`src/rtl/hic_pkg.sv`:
```
package hic_pkg;
  typedef enum logic [1:0] {
    STEP_HOLD = 2'd0,
    STEP_UP   = 2'd1,
    STEP_DN   = 2'd2,
    STEP_CLR  = 2'd3
  } step_e;
endpackage

```
`src/rtl/hic_step_unit.sv`:
```
module hic_step_unit
  import hic_pkg::*;
#(
  parameter int ACC_W  = 8,
  parameter int STEP_W = 4
) (
  input  logic [ACC_W-1:0]  acc_i,
  input  logic [STEP_W-1:0] up_i,
  input  logic [STEP_W-1:0] dn_i,
  input  logic              stb_i,
  input  logic              ilim_i,
  input  logic              clr_i,
  output logic [ACC_W-1:0]  acc_nxt_o
);
  localparam int SUM_W = ACC_W + 1;
  localparam logic [ACC_W-1:0] ACC_MAX = {ACC_W{1'b1}};

  step_e            sel;
  logic [SUM_W-1:0] up_sum;
  logic [SUM_W-1:0] dn_dif;

  always_comb begin
    if (clr_i)       sel = STEP_CLR;
    else if (!stb_i) sel = STEP_HOLD;
    else if (ilim_i) sel = STEP_UP;
    else             sel = STEP_DN;
  end

  assign up_sum = {1'b0, acc_i} + {{(SUM_W-STEP_W){1'b0}}, up_i};
  assign dn_dif = {1'b0, acc_i} - {{(SUM_W-STEP_W){1'b0}}, dn_i};

  always_comb begin
    unique case (sel)
      STEP_CLR:  acc_nxt_o = '0;
      STEP_UP:   acc_nxt_o = up_sum[ACC_W] ? ACC_MAX : up_sum[ACC_W-1:0];
      // borrow into the top bit means the result went below zero
      STEP_DN:   acc_nxt_o = dn_dif[ACC_W] ? '0 : dn_dif[ACC_W-1:0];
      default:   acc_nxt_o = acc_i;
    endcase
  end
endmodule

```
`src/rtl/hic_thresh_cmp.sv`:
```
module hic_thresh_cmp #(
  parameter int ACC_W = 8
) (
  input  logic [ACC_W-1:0] acc_i,
  input  logic [ACC_W-1:0] thresh_i,
  output logic             hit_o
);
  assign hit_o = (acc_i >= thresh_i);
endmodule

```
`src/rtl/hic_req_latch.sv`:
```
module hic_req_latch (
  input  logic clk_i,
  input  logic rst_ni,
  input  logic hit_i,
  input  logic dis_i,
  input  logic clr_i,
  output logic req_o
);
  logic req_q;

  always_ff @(posedge clk_i or negedge rst_ni) begin
    if (!rst_ni)             req_q <= 1'b0;
    else if (clr_i || dis_i) req_q <= 1'b0;
    else if (hit_i)          req_q <= 1'b1;
  end

  assign req_o = req_q;
endmodule

```
`src/rtl/hiccup_integrator.sv`:
```
module hiccup_integrator #(
  parameter int ACC_W  = 8,
  parameter int STEP_W = 4
) (
  input  logic              clk_i,
  input  logic              rst_ni,
  input  logic              cyc_stb_i,
  input  logic              ilim_i,
  input  logic              hic_dis_i,
  input  logic              restart_ack_i,
  input  logic [STEP_W-1:0] up_step_i,
  input  logic [STEP_W-1:0] dn_step_i,
  input  logic [ACC_W-1:0]  thresh_i,
  output logic              hiccup_req_o,
  output logic [ACC_W-1:0]  acc_o
);
  logic [ACC_W-1:0] acc_q;
  logic [ACC_W-1:0] acc_nxt;
  logic             hit;

  hic_step_unit #(.ACC_W(ACC_W), .STEP_W(STEP_W)) u_step (
    .acc_i    (acc_q),
    .up_i     (up_step_i),
    .dn_i     (dn_step_i),
    .stb_i    (cyc_stb_i),
    .ilim_i   (ilim_i),
    .clr_i    (restart_ack_i),
    .acc_nxt_o(acc_nxt)
  );

  always_ff @(posedge clk_i or negedge rst_ni) begin
    if (!rst_ni) acc_q <= '0;
    else         acc_q <= acc_nxt;
  end

  hic_thresh_cmp #(.ACC_W(ACC_W)) u_cmp (
    .acc_i   (acc_q),
    .thresh_i(thresh_i),
    .hit_o   (hit)
  );

  hic_req_latch u_req (
    .clk_i (clk_i),
    .rst_ni(rst_ni),
    .hit_i (hit),
    .dis_i (hic_dis_i),
    .clr_i (restart_ack_i),
    .req_o (hiccup_req_o)
  );

  assign acc_o = acc_q;
endmodule

```
`config.mk`:
```
export PLATFORM = sky130hd
export DESIGN_NAME = hiccup_integrator
export DESIGN_NICKNAME = d
export VERILOG_FILES = /design/src/rtl/hic_pkg.sv /design/src/rtl/hic_step_unit.sv /design/src/rtl/hic_thresh_cmp.sv /design/src/rtl/hic_req_latch.sv /design/src/rtl/hiccup_integrator.sv
export SDC_FILE = /design/constraint.sdc
export NUM_CORES = 1
export LEC_CHECK = 0
export ABC_AREA = 0
export BUFFER_PORTS_ARGS = -buffer_cell sky130_fd_sc_hd__buf_2
export CORE_ASPECT_RATIO = 1.1
export CORE_MARGIN = 8
export CORE_UTILIZATION = 56
export CTS_CLUSTER_SIZE = 25
export DETAILED_ROUTE_END_ITERATION = 10
export PLACE_DENSITY_LB_ADDON = 0.15
export SYNTH_ARGS = -nofsm -noshare
export SYNTH_HDL_FRONTEND = slang
export SYNTH_SLANG_ARGS = --single-unit
```
`constraint.sdc`:
```
create_clock -name clk_i -period 2.8 [get_ports clk_i]
set_input_delay 0.56 -clock clk_i [delete_from_list [all_inputs] [get_ports clk_i]]
set_output_delay 0.56 -clock clk_i [all_outputs]
set_load 0.02 [all_outputs]
```
Yosys cells after proc, flatten, opt, wreduce, memory -nomap -nowiden

Cells that the tools add are included.

Word-level logic and storage cells: 19
Output and inout bits: 9
Input port bits: 22
Register bits: 9

$add $sub $neg: 2
Mux-type cells: 8
Reductions and logical operators: 3
$lt $le $gt $ge: 1
Equal/unequal tests: 3

Operator list:

| kind                                           | number |
|---|---|
| one-hot mux 8 bit (3 select lines)             | 1 |
| two-way mux 8 bit                              | 2 |
| adder 8 x 4 -> 9 bit                           | 1 |
| subtractor 8 x 4 -> 9 bit                      | 1 |
| greater-or-equal comparator 8 bit              | 1 |
| two-way mux 2 bit                              | 3 |
| == test 2 bit (second input constant)          | 2 |
| nonzero test 3 bit                             | 1 |
| == test 2 x 1 -> 1 bit (second input constant) | 1 |
| two-way mux 1 bit                              | 2 |
| nonzero test 2 bit                             | 1 |
| logical OR 1 bit                               | 1 |

Longest topological paths before layout

Gate-level depths: netlist of the first run.

Depth after elaboration: 5
Gate-level depth with buffers: 10
Mapped depth without buffers: 9

Cells and area by module

A second synthesis of the first run with hierarchy kept.

Cell total of the unflattened synthesis: 130
Area, all modules: 1116.1 um^2

Modules (own cells, without submodules):

| module            | sequential area each (um^2) | times used | cells an instance | area an instance (um^2) |
|---|---|---|---|---|
| hic_step_unit     | 0.0                         | 1          | 94                | 679.4 |
| hiccup_integrator | 200.2                       | 1          | 8                 | 200.2 |
| hic_thresh_cmp    | 0.0                         | 1          | 25                | 197.7 |
| hic_req_latch     | 25.0                        | 1          | 3                 | 38.8 |

Worst setup path before layout of the first run

Ideal clock, no wire load.

Kind: in2reg
From: input up_step_i[0]
To: register acc_q[6] (netlist: acc_o[6])
Stages on the path: 7
Slack: 780 ps
Library setup time: 142 ps
Arrival time: 1878 ps
Path buffers: 0
Required time: 2658 ps
Cell sequence: ha_1 > fa_1 > a211oi_2 > nor2_1 > nand3_1 > mux2i_1 > o211ai_1

Cells in the longest elaborated chain, start to end: 3

RTL lines:

| element                            | RTL line                | source |
|---|---|---|
| start, declared                    | hiccup_integrator.sv:11 | `input logic [STEP_W-1:0] up_step_i,` |
| adder 8 x 4 -> 9 bit               | hic_step_unit.sv:29     | `assign up_sum = {1'b0, acc_i} + {{(SUM_W-STEP_W){1'b0}}, up_i};` |
| two-way mux 8 bit                  | hic_step_unit.sv:35     | `STEP_UP: acc_nxt_o = up_sum[ACC_W] ? ACC_MAX : up_sum[ACC_W-1:0];` |
| one-hot mux 8 bit (3 select lines) | hic_step_unit.sv:33     | `unique case (sel)` |
| end signal, assigned               | hiccup_integrator.sv:33 | `else acc_q <= acc_nxt;` |
| end, declared                      | hiccup_integrator.sv:17 | `logic [ACC_W-1:0] acc_q;` |

Every way passes these cells.
A chain may end at the register's enable or synchronous reset.

Final worst setup path of the first run

From: register acc_q[0] (netlist: acc_o[0])
To: register acc_q[6] (netlist: acc_o[6])

Cells in the longest elaborated chain, start to end: 3
Elaborated cells on any way between the ends: 5
Those cells by class: 2 x add/sub; 3 x mux

RTL lines:

| element                                                           | RTL line |
|---|---|
| subtractor 8 x 4 -> 9 bit or adder 8 x 4 -> 9 bit (tied branches) | hic_step_unit.sv:30, hic_step_unit.sv:29 |
| two-way mux 8 bit, on equally long branches                       | hic_step_unit.sv:37, hic_step_unit.sv:35 |
| one-hot mux 8 bit (3 select lines) *                              | hic_step_unit.sv:33 |

Every way passes the cells marked *; elsewhere a longest branch is shown, timed or not.

==> flow_summary.toml, run 1 <==
[placement]
detailed_place_hpwl_um = 2310
gp_congestion = 0.924
place_area_um2 = 1310
numPortBuffers = 30
dp.cells = 191

[drt]
drtPass1Iterations = 4
drc = 0
antenna_left = 0
wl_per_cell_um = 13.9
viasPerCell = 5.53
drt-total-wl_um = 2710
route.vias.total = 1079
drtIter0Drc = 36

[synthesis]
synth.cell_area_um2 = 1150
syn_nets = 179
yosys_warnings = 0
ys_seq_elements = 9
syn_inst = 136
ys_types = 43
synth_top_family_by_area = "compound AO/OA/AOI/OAI gates"
seq_area_frac_synth_pct = 19.6
synthMuxAreaShare_pct = 0.870
async_reset_ff_share_pct = 100
avgSynthCellArea_um2 = 8.46
yosys.area.top_type = "ha_1"
synth-adder-area-share_pct = 24.1
synth_ff_type = "dfrtp_1"
synth_top_area_share_pct = 20.7
synth-xor-area-share_pct = 2.28
synthTopCellsByArea = "ha_1 21%, dfrtp_1 20%, inv_1 5.2%"
synth_edf_count = 0
synthSimpleGateAreaFrac_pct = 19.1
synth_compound_area_share_pct = 26.4

[power_and_ir_drop]
pwr-share-seq_pct = 36.8
p_int_uw = 255
switching_power_uw = 137
switching_share_pct = 35.0
p_clk_share_pct = 25.9
power_density_nw_per_um2 = 293
leakage_nw = 0.717
peakVddDrop_uv = 182
p_comb_share_pct = 37.3

[die]
dieArea_um2 = 3760
row_count = 17
pin_count = 31
core_um2 = 1980
start_util_pct = 58.2
die_x_um = 59.2
fp.dieH_um = 63.6

[sta]
setup_viol = 0
worstMarginPinSlew_ps = 395
fin_tns_setup_ps = 0
finalCriticalPeriod_ps = 2010
slew_viol_final = 0
post-route-period-util_pct = 71.8
fin_worst_skew_ps = 1.37
rsz0062_at_grt = "no"
fmax_ghz = 0.498
relSlewSlack_pct = 73.6
timing.final.hold_violations = 0

[worst_setup_path]
worst_setup_path_end_kind = "flip-flop"
r2r-start = "acc_o[0]$_DFFE_PN0P_"
cp_data_arrival_time_ps = 2140
path_max_fanout = 4
reg2regPathDepth = 7
rrSetupSlack_ps = 790
r2r-end = "acc_o[6]$_DFFE_PN0P_"
criticalPathCategory = "flip-flop to flip-flop"
cp-start-kind = "flip-flop"
cp.required_ps = 2930

[outcome]
status = "completed"

[clocking]
clk_path_buf_depth = 2
cts-resized-gates = 0
h-tree-depth = 1
postCtsHoldBufs = 0
clockRootBuffer = "clkbuf_4"
path_clk_slew_ps = 60
cts_tree = "built"
numCtsBuffers = 3
cts_setup_buffers = 0
clock_latency_ps = 270
clock_sink_count = 9

[layout]
area_growth_pct = 16.3
multi_input_area_um2 = 838
diodes = 0
fillCellCount = 182
stdcell_count = 195
finish.utilization_pct = 67.7
seqCellArea_um2 = 225
fin_nets = 211
final_cell_area_um2 = 1340
drive_gt1_share_pct = 23.4

[grt]
grtUsageTotal_pct = 15.4
antenna_found_initial = 0
grt_pass1_vias = 1105
gr-total-overflow = 0
grt_pass1_wl_um = 4620
grt_max_degree = 13

[worst_hold_path]
hold_class = "input pin to asynchronous set/reset pin"

[flow_run]
maxCapViolations = 0
-- synth_stat cells (2+ instances only) --
| library cell | instances |
|---|---|
| a211o_1 | 2 |
| a211oi_1 | 3 |
| a21o_1 | 3 |
| a21oi_1 | 7 |
| a31oi_1 | 4 |
| dfrtp_1 | 9 |
| fa_1 | 2 |
| ha_1 | 19 |
| inv_1 | 16 |
| nand2_1 | 6 |
| nand2b_1 | 4 |
| nand3_1 | 5 |
| nor2_1 | 11 |
| nor2b_1 | 3 |
| nor3_1 | 6 |
| o211ai_1 | 2 |
| o21a_1 | 2 |
| o21ai_0 | 4 |
| o221ai_1 | 2 |
| xnor2_1 | 3 |
-- logic make-up (layout without fill, tap and decap cells) --
kind of cell	count (synthesis)	count (layout)
AND/OR/NAND/NOR	42	42
AO/OA/AOI/OAI	40	40
adder cells (fa/ha/maj)	21	21
buffers and inverters	20	51
flip-flops	9	9
XOR/XNOR	3	3
multiplexers	1	1
-- critical path, stage by stage, from the launching register on --
cell,delay [ps]
dfrtp_1,400
ha_1,220
fa_1,410
a211oi_2,260
nor2_1,140
nand3_1,120
mux2i_1,220
o211ai_1,100
-- layer usage --
| metal | vias up | global-route usage, % | wire length (um) |
|---|---|---|---|
| li1 | 566 | - | - |
| met3 | 6 | 3.04 | 153 |
| met1 | 480 | 17.4 | 1150 |
| met5 | - | 0 | 0 |
| met2 | 27 | 25.5 | 1330 |
| met4 | 0 | 8.98 | 67 |
-- area by class of cell --
class	count	share of cell area [%]
timing repair buffer	30	11.2
tap	28	2.62
inverter	17	4.77
clock buffer	4	1.96
sequential	9	16.8
multi-input combinational	107	62.6
-- power groups by stage --
| stage | clock network [mW] | logic, mW | registers (mW) |
|---|---|---|---|
| after floorplan | 0 | 0.0982 | 0.150 |
| after global placement | 0 | 0.141 | 0.146 |
| after detailed placement | 0 | 0.147 | 0.147 |
| after CTS | 0.105 | 0.147 | 0.144 |
| after global routing | 0.108 | 0.166 | 0.145 |
| final | 0.102 | 0.146 | 0.144 |
-- how the worst max path moves through the flow --
stage	startpoint	end	slack, ps	depth (start not counted)
finish	acc_o[0]$_DFFE_PN0P_	acc_o[6]$_DFFE_PN0P_	790	7
detailed placement	up_step_i[0]	acc_o[6]$_DFFE_PN0P_	530	8
global route	acc_o[0]$_DFFE_PN0P_	acc_o[6]$_DFFE_PN0P_	610	7
CTS	acc_o[0]$_DFFE_PN0P_	acc_o[6]$_DFFE_PN0P_	770	7
global placement	up_step_i[0]	acc_o[6]$_DFFE_PN0P_	610	8
floorplan	up_step_i[0]	acc_o[6]$_DFFE_PN0P_	780	7
-- cells in the final DEF, fill, tap and decap left out, types with 2 or more instances in the layout --
| cell | n |
|---|---|
| clkbuf_4 | 3 |
| xnor2_1 | 3 |
| a21o_1 | 3 |
| o21a_1 | 2 |
| inv_1 | 16 |
| nor2_1 | 11 |
| dfrtp_1 | 9 |
| nand3_1 | 5 |
| fa_1 | 2 |
| a31oi_1 | 4 |
| o21ai_0 | 4 |
| o211ai_1 | 2 |
| a211o_1 | 2 |
| nor3_1 | 6 |
| a21oi_1 | 7 |
| nand2_1 | 6 |
| buf_2 | 30 |
| o221ai_1 | 2 |
| a211oi_1 | 3 |
| nor2b_1 | 3 |
| nand2b_1 | 4 |
| ha_1 | 19 |
-- flip-flops by register name, summed over array words and instances, names as in the netlist --
name         cells
acc_o            8
u_req.req_o      1
-- per-stage QoR --
stage               hold slack, ps  power, mW  setup WS (ps)
floorplan                      264      0.248            780
global route                   139      0.420            610
finish                         127      0.392            791
global placement               418      0.287            610
detailed placement             417      0.293            527
CTS                            125      0.397            775
No activity file was read; power rests on OpenSTA's default activity.
==> run 2: changes to the inputs <==
--- a/config.mk
+++ b/config.mk
@@ -9,7 +9,7 @@
 export BUFFER_PORTS_ARGS = -buffer_cell sky130_fd_sc_hd__buf_2
 export CORE_ASPECT_RATIO = 1.1
 export CORE_MARGIN = 8
-export CORE_UTILIZATION = 56
+export CORE_UTILIZATION = 47
 export CTS_CLUSTER_SIZE = 25
 export DETAILED_ROUTE_END_ITERATION = 10
 export PLACE_DENSITY_LB_ADDON = 0.15
==> constraint.sdc (replaced) <==
create_clock -name clk_i -period 1.66 [get_ports clk_i]
set_input_delay 0.332 -clock clk_i [delete_from_list [all_inputs] [get_ports clk_i]]
set_output_delay 0.332 -clock clk_i [all_outputs]
set_load 0.02 [all_outputs]
==> run 2 against run 1 <==
Net effect:
- clock power grew 68%
- routed wire length grew 19%
- the run now ends with setup timing left
- fmax grew 5.5%
- clock-buffer cell count is the same
- sequential share of layout area shrank 3.7 points
- highest routed layer unchanged
- largest power group unchanged
- setup slack lost 1000 ps
==> flow_summary.toml, run 2 (synthesis gave the netlist of run 1 again) <==
[worst_setup_path]
rrSetupSlack_ps = -240
r2r-end = "acc_o[2]$_DFFE_PN0P_"
criticalPathCategory = "flip-flop to flip-flop"
cp_num_cells = 6
crit_family = "compound AO/OA/AOI/OAI gates"
cpPeakStageDelay_ps = 440
reg2regPathDepth = 6
cp-start-kind = "flip-flop"
worst_setup_path_end_kind = "flip-flop"
r2r-start = "acc_o[0]$_DFFE_PN0P_"
critPathSlowestCell = "dfrtp_2"
cp_data_arrival_time_ps = 2050
cp.required_ps = 1810
path_max_fanout = 3
path_buf_inv = 0
crit_chain = "ha_4 -> fa_2 -> a211oi_4 -> or4_4 -> a21oi_1 -> a211o_1"

[sta]
timing.final.hold_violations = 0
fmax_ghz = 0.525
relSlewSlack_pct = 75.9
fin_worst_skew_ps = 7.29
finalWorstSetupSlack_ps = -244
setup_viol = 9
finalCriticalPeriod_ps = 1900
worstMarginPinSlew_ps = 359
slew_viol_final = 0
post-route-period-util_pct = 115
rsz0062_at_grt = "yes"

[drt]
wl_per_cell_um = 13.7
drt-total-wl_um = 3210
drc = 0
dr_wl_met3_um = 142
drtPass1Iterations = 4
antenna_left = 0
drtIter0Drc = 34
wl_met2_um = 1630
met1Wirelength_um = 1370
top_layer_used = "met4"
route.vias.total = 1235
viasPerCell = 5.28

[worst_hold_path]
hold_depth = 2
hold_class = "input pin to flip-flop"
min_from = "hic_dis_i"
hold_path_end = "u_req.req_o$_DFFE_PN0P_"

[die]
dieArea_um2 = 4290
fp.dieH_um = 67.9
pin_count = 31
row_count = 19
core_um2 = 2400
die_x_um = 63.2
start_util_pct = 47.9

[layout]
fin_nets = 247
drive_gt1_share_pct = 44.8
layout_commonest_cell = "buf_4"
largest_reg_flops = 8
diodes = 0
mostFrequentLayoutCells = "35 x buf_4, 30 x buf_2, 16 x inv_1, 14 x ha_1, 10 x nor2_1"
multi_input_area_um2 = 951
fillCellCount = 191
seqCellArea_um2 = 228
stdcell_count = 234
area_growth_pct = 50.3

[clocking]
clk_path_buf_depth = 2
clockRootBuffer = "clkbuf_4"
h-tree-depth = 1
path_clk_slew_ps = 60
clock_latency_ps = 270
cts_tree = "built"
clock_sink_count = 9
numCtsBuffers = 3

[placement]
detailed_place_hpwl_um = 2580
numPortBuffers = 30
gp_congestion = 0.813
place_ws_ps = -276
dp.cells = 225

[grt]
gr-total-overflow = 0
grt_max_degree = 11
grtUsageTotal_pct = 15.4
antenna_found_initial = 0
grt_pass1_vias = 1294
grt_pass1_wl_um = 5490

[power_and_ir_drop]
leakage_nw = 0.899
peakVddDrop_uv = 234
power_density_nw_per_um2 = 457

[outcome]
failed_checks = "setup timing"
status = "complete, but fails checks"

[flow_run]
maxCapViolations = 0
==> run 2: changes by cell type in the layout (fill, tap and decap cells not counted), sizes merged <==
| cell | before | now |
|---|---|---|
| buf | 30 | 65 |
| dlygate4sd3 | 0 | 1 |
==> run 2: layout make-up <==
type / instances / area share [%]
sequential: 9 / 13.2
timing repair buffer: 66 / 24.4
inverter: 17 / 3.69
clock buffer: 4 / 1.52
tap: 31 / 2.24
multi-input combinational: 107 / 55.0
==> run 2: how the worst max path moves through the flow <==
| stage | start | endpoint | slack, ps |
|---|---|---|---|
| 3_5_place_dp | dn_step_i[3] | acc_o[6]$_DFFE_PN0P_ | -280 |
| 2_1_floorplan | acc_o[0]$_DFFE_PN0P_ | acc_o[3]$_DFFE_PN0P_ | -230 |
| 6_report | acc_o[0]$_DFFE_PN0P_ | acc_o[2]$_DFFE_PN0P_ | -240 |
| 3_3_place_gp | dn_step_i[3] | acc_o[6]$_DFFE_PN0P_ | -250 |
| 4_1_cts | acc_o[0]$_DFFE_PN0P_ | acc_o[6]$_DFFE_PN0P_ | -190 |
| 5_1_grt | acc_o[0]$_DFFE_PN0P_ | acc_o[1]$_DFFE_PN0P_ | -310 |
==> run 2: metal layers <==
metal,vias to the layer above,track usage (%)
met1,567,17.1
met3,7,2.29
met2,26,29.1
li1,635,-
met5,-,0
met4,0,6.96
==> run 2: timing repair <==
action | in CTS | in global routing
buffers inserted | 4 | 0
endpoints found under the setup margin | 9 | 9
hold buffers | 1 | 0
gates resized for setup | 12 | 2
pin swaps | 13 | 4
hold endpoints to repair | 9 | 0
==> run 2: metrics by stage <==
stage	area (um^2)	util (%)	setup TNS [ps]	hold WS (ps)	power, mW
final	1730	72.1	-1740	217	0.791
after detailed placement	1580	66.0	-1900	190	0.580
after global placement	1580	66.0	-1560	189	0.566
after floorplan	1190	-	-1110	36.4	0.427
after CTS	1720	71.7	-1550	222	0.787
after global routing	1730	72.1	-2540	217	0.853
==> run 2: report_power, final <==
part | total (mW) | switching (mW) | internal [mW]
Combinational | 0.379 | 0.181 | 0.198
Sequential | 0.240 | 0.0120 | 0.228
Clock | 0.171 | 0.0785 | 0.0928
==> run 2: worst reg2reg max path: cells and delay by family, from the launching register on <==
family / cells / cell delay (ps)
AOI/OAI and AO/OA: 3 / 610
adders and majority gates: 2 / 540
DFF: 1 / 440
and+or+nand+nor: 1 / 200
==> run 3: changes to the inputs <==
--- a/config.mk
+++ b/config.mk
@@ -9,7 +9,8 @@
 export BUFFER_PORTS_ARGS = -buffer_cell sky130_fd_sc_hd__buf_2
 export CORE_ASPECT_RATIO = 1.1
 export CORE_MARGIN = 8
-export CORE_UTILIZATION = 47
+export CORE_UTILIZATION = 49
+export CTS_BUF_LIST = sky130_fd_sc_hd__clkbuf_2 sky130_fd_sc_hd__clkbuf_4 sky130_fd_sc_hd__clkbuf_8
 export CTS_CLUSTER_SIZE = 25
 export DETAILED_ROUTE_END_ITERATION = 10
 export PLACE_DENSITY_LB_ADDON = 0.15
==> run 3 against run 2 <==
Net effect:
- the run still ends with setup timing left
- die area fell by 3.1%
- utilization rose by 3.9 points
- cell count fell by 1.7%
- clock-buffer cell count did not move
- sequential power barely moved
- non-clock buffer count fell by 3
- combinational power fell by 2%
- global-route usage rose by 1.4 points
- hold slack got worse by 1.5 ps
- largest cell class unchanged
==> flow_summary.toml, run 3 (synthesis gave the netlist of run 1 again) <==
[outcome]
status = "complete, but fails checks"
failed_checks = "setup timing"

[worst_setup_path]
path_max_fanout = 4
cp.required_ps = 1790
crit_chain = "ha_4 -> fa_2 -> a211oi_4 -> nor2_2 -> nand3_1 -> mux2i_1 -> o211ai_1"
cp-start-kind = "flip-flop"
cpPeakStageDelay_ps = 440
critPathSlowestCell = "dfrtp_2"
worst_setup_path_end_kind = "flip-flop"
criticalPathCategory = "flip-flop to flip-flop"
cp_data_arrival_time_ps = 2000
reg2regPathDepth = 7

[sta]
worstMarginPinSlew_ps = 357
relSlewSlack_pct = 75.6
finalCriticalPeriod_ps = 1870
rsz0062_at_grt = "yes"
slew_viol_final = 0
fmax_ghz = 0.533
finalWorstSetupSlack_ps = -215
post-route-period-util_pct = 113
fin_worst_skew_ps = 7.80
hold-worst-slack_ps = 216
setup_viol = 9
timing.final.hold_violations = 0

[layout]
drive_gt1_share_pct = 44.0
finish.utilization_pct = 76.0
diodes = 0
stdcell_count = 230
mostFrequentLayoutCells = "32 x buf_4, 30 x buf_2, 16 x inv_1, 15 x ha_1, 10 x nor2_1"
fillCellCount = 163
multi_input_area_um2 = 933
area_growth_pct = 47.2
fin_nets = 244
layout_commonest_cell = "buf_4"
final_cell_area_um2 = 1690
largest_reg_flops = 8
seqCellArea_um2 = 229

[clocking]
cts_tree = "built"
path_clk_slew_ps = 60
clk_path_buf_depth = 2
h-tree-depth = 1
clock_sink_count = 9
clockRootBuffer = "clkbuf_4"
clock_latency_ps = 270
numCtsBuffers = 3

[placement]
numPortBuffers = 30
dp.cells = 224
gp_congestion = 0.840
detailed_place_hpwl_um = 2880
place_area_um2 = 1580

[die]
start_util_pct = 51.6
fp.dieH_um = 66.8
core_um2 = 2230
pin_count = 31
die_x_um = 62.2
dieArea_um2 = 4160
row_count = 18

[drt]
antenna_left = 0
drtIter0Drc = 53
drc = 0
drt-total-wl_um = 3350
route.vias.total = 1273
drtPass1Iterations = 4
viasPerCell = 5.53
wl_per_cell_um = 14.6

[flow_run]
maxCapViolations = 0

[grt]
antenna_found_initial = 0
grt_pass1_vias = 1371
grt_pass1_wl_um = 5730
grt_max_degree = 11
grtUsageTotal_pct = 16.8
gr-total-overflow = 0

[worst_hold_path]
hold_depth = 2
hold_class = "input pin to flip-flop"

[power_and_ir_drop]
switching_share_pct = 33.7
finalPower_uw = 799
power_density_nw_per_um2 = 471
p_int_uw = 529
peakVddDrop_uv = 494
switching_power_uw = 270
pwr-share-seq_pct = 30.3
leakage_nw = 0.885
p_comb_share_pct = 46.4
p_clk_share_pct = 23.3
run 3: changes by cell type in the layout (fill, tap and decap cells not counted), sizes merged:
cell,change
buf,-3
run 3: per-stage QoR:
stage,TNS [ps],setup slack (ps)
after CTS,-1510,-207
after global routing,-2120,-307
final,-1500,-215
after detailed placement,-2090,-287
after global placement,-1590,-223
after floorplan,-1110,-230
run 3: worst paths after layout:
| path | from | endpoint | slack (ps) |
|---|---|---|---|
| max | acc_o[0]$_DFFE_PN0P_ | acc_o[6]$_DFFE_PN0P_ | -210 |
| min | hic_dis_i | u_req.req_o$_DFFE_PN0P_ | 220 |
| max reg2reg | acc_o[0]$_DFFE_PN0P_ | acc_o[6]$_DFFE_PN0P_ | -210 |
| min reg2reg | acc_o[3]$_DFFE_PN0P_ | acc_o[3]$_DFFE_PN0P_ | 600 |
| min in group asynchronous | rst_ni | acc_o[7]$_DFFE_PN0P_ | 460 |
| max in group asynchronous | rst_ni | acc_o[2]$_DFFE_PN0P_ | 1000 |
run 3: final cells by class:
class / count / share of cell area (%)
Multi-Input combinational cell: 107 / 55.1
Timing Repair Buffer: 63 / 23.6
Sequential cell: 9 / 13.5
Inverter: 17 / 3.77
Tap cell: 30 / 2.22
Clock buffer: 4 / 1.77
run 3: per-layer routing:
layer | wire [um] | global-route usage, % | part of all wire, % | vias up
met4 | 126 | 9.04 | 3.8 | 0
met5 | 0 | 0 | 0 | -
met3 | 166 | 4.03 | 5.0 | 17
met2 | 1690 | 32.2 | 50 | 44
met1 | 1370 | 16.5 | 41 | 579
li1 | - | - | - | 633
run 3: timing repair:
item / CTS / global route
setup buffers: 1 / 0
setup endpoints to repair: 9 / 9
pin swaps: 15 / 3
endpoints found under the hold margin: 9 / 0
resized for setup: 12 / 2
hold buffers: 1 / 0
run 3: worst max-delay path, delay by kind of cell, from the launching register on:
| kind | cells | cell delay, ps |
|---|---|---|
| fa+ha+maj | 2 | 560 |
| flops | 1 | 440 |
| compound gates | 2 | 380 |
| simple gates | 2 | 190 |
| mux | 1 | 180 |
run 3: power by group through the flow:
stage | logic (mW) | registers, mW | clock network (mW)
after global routing | 0.411 | 0.243 | 0.203
after global placement | 0.318 | 0.245 | 0
final | 0.370 | 0.242 | 0.186
after detailed placement | 0.339 | 0.246 | 0
after floorplan | 0.173 | 0.255 | 0
after CTS | 0.370 | 0.241 | 0.191
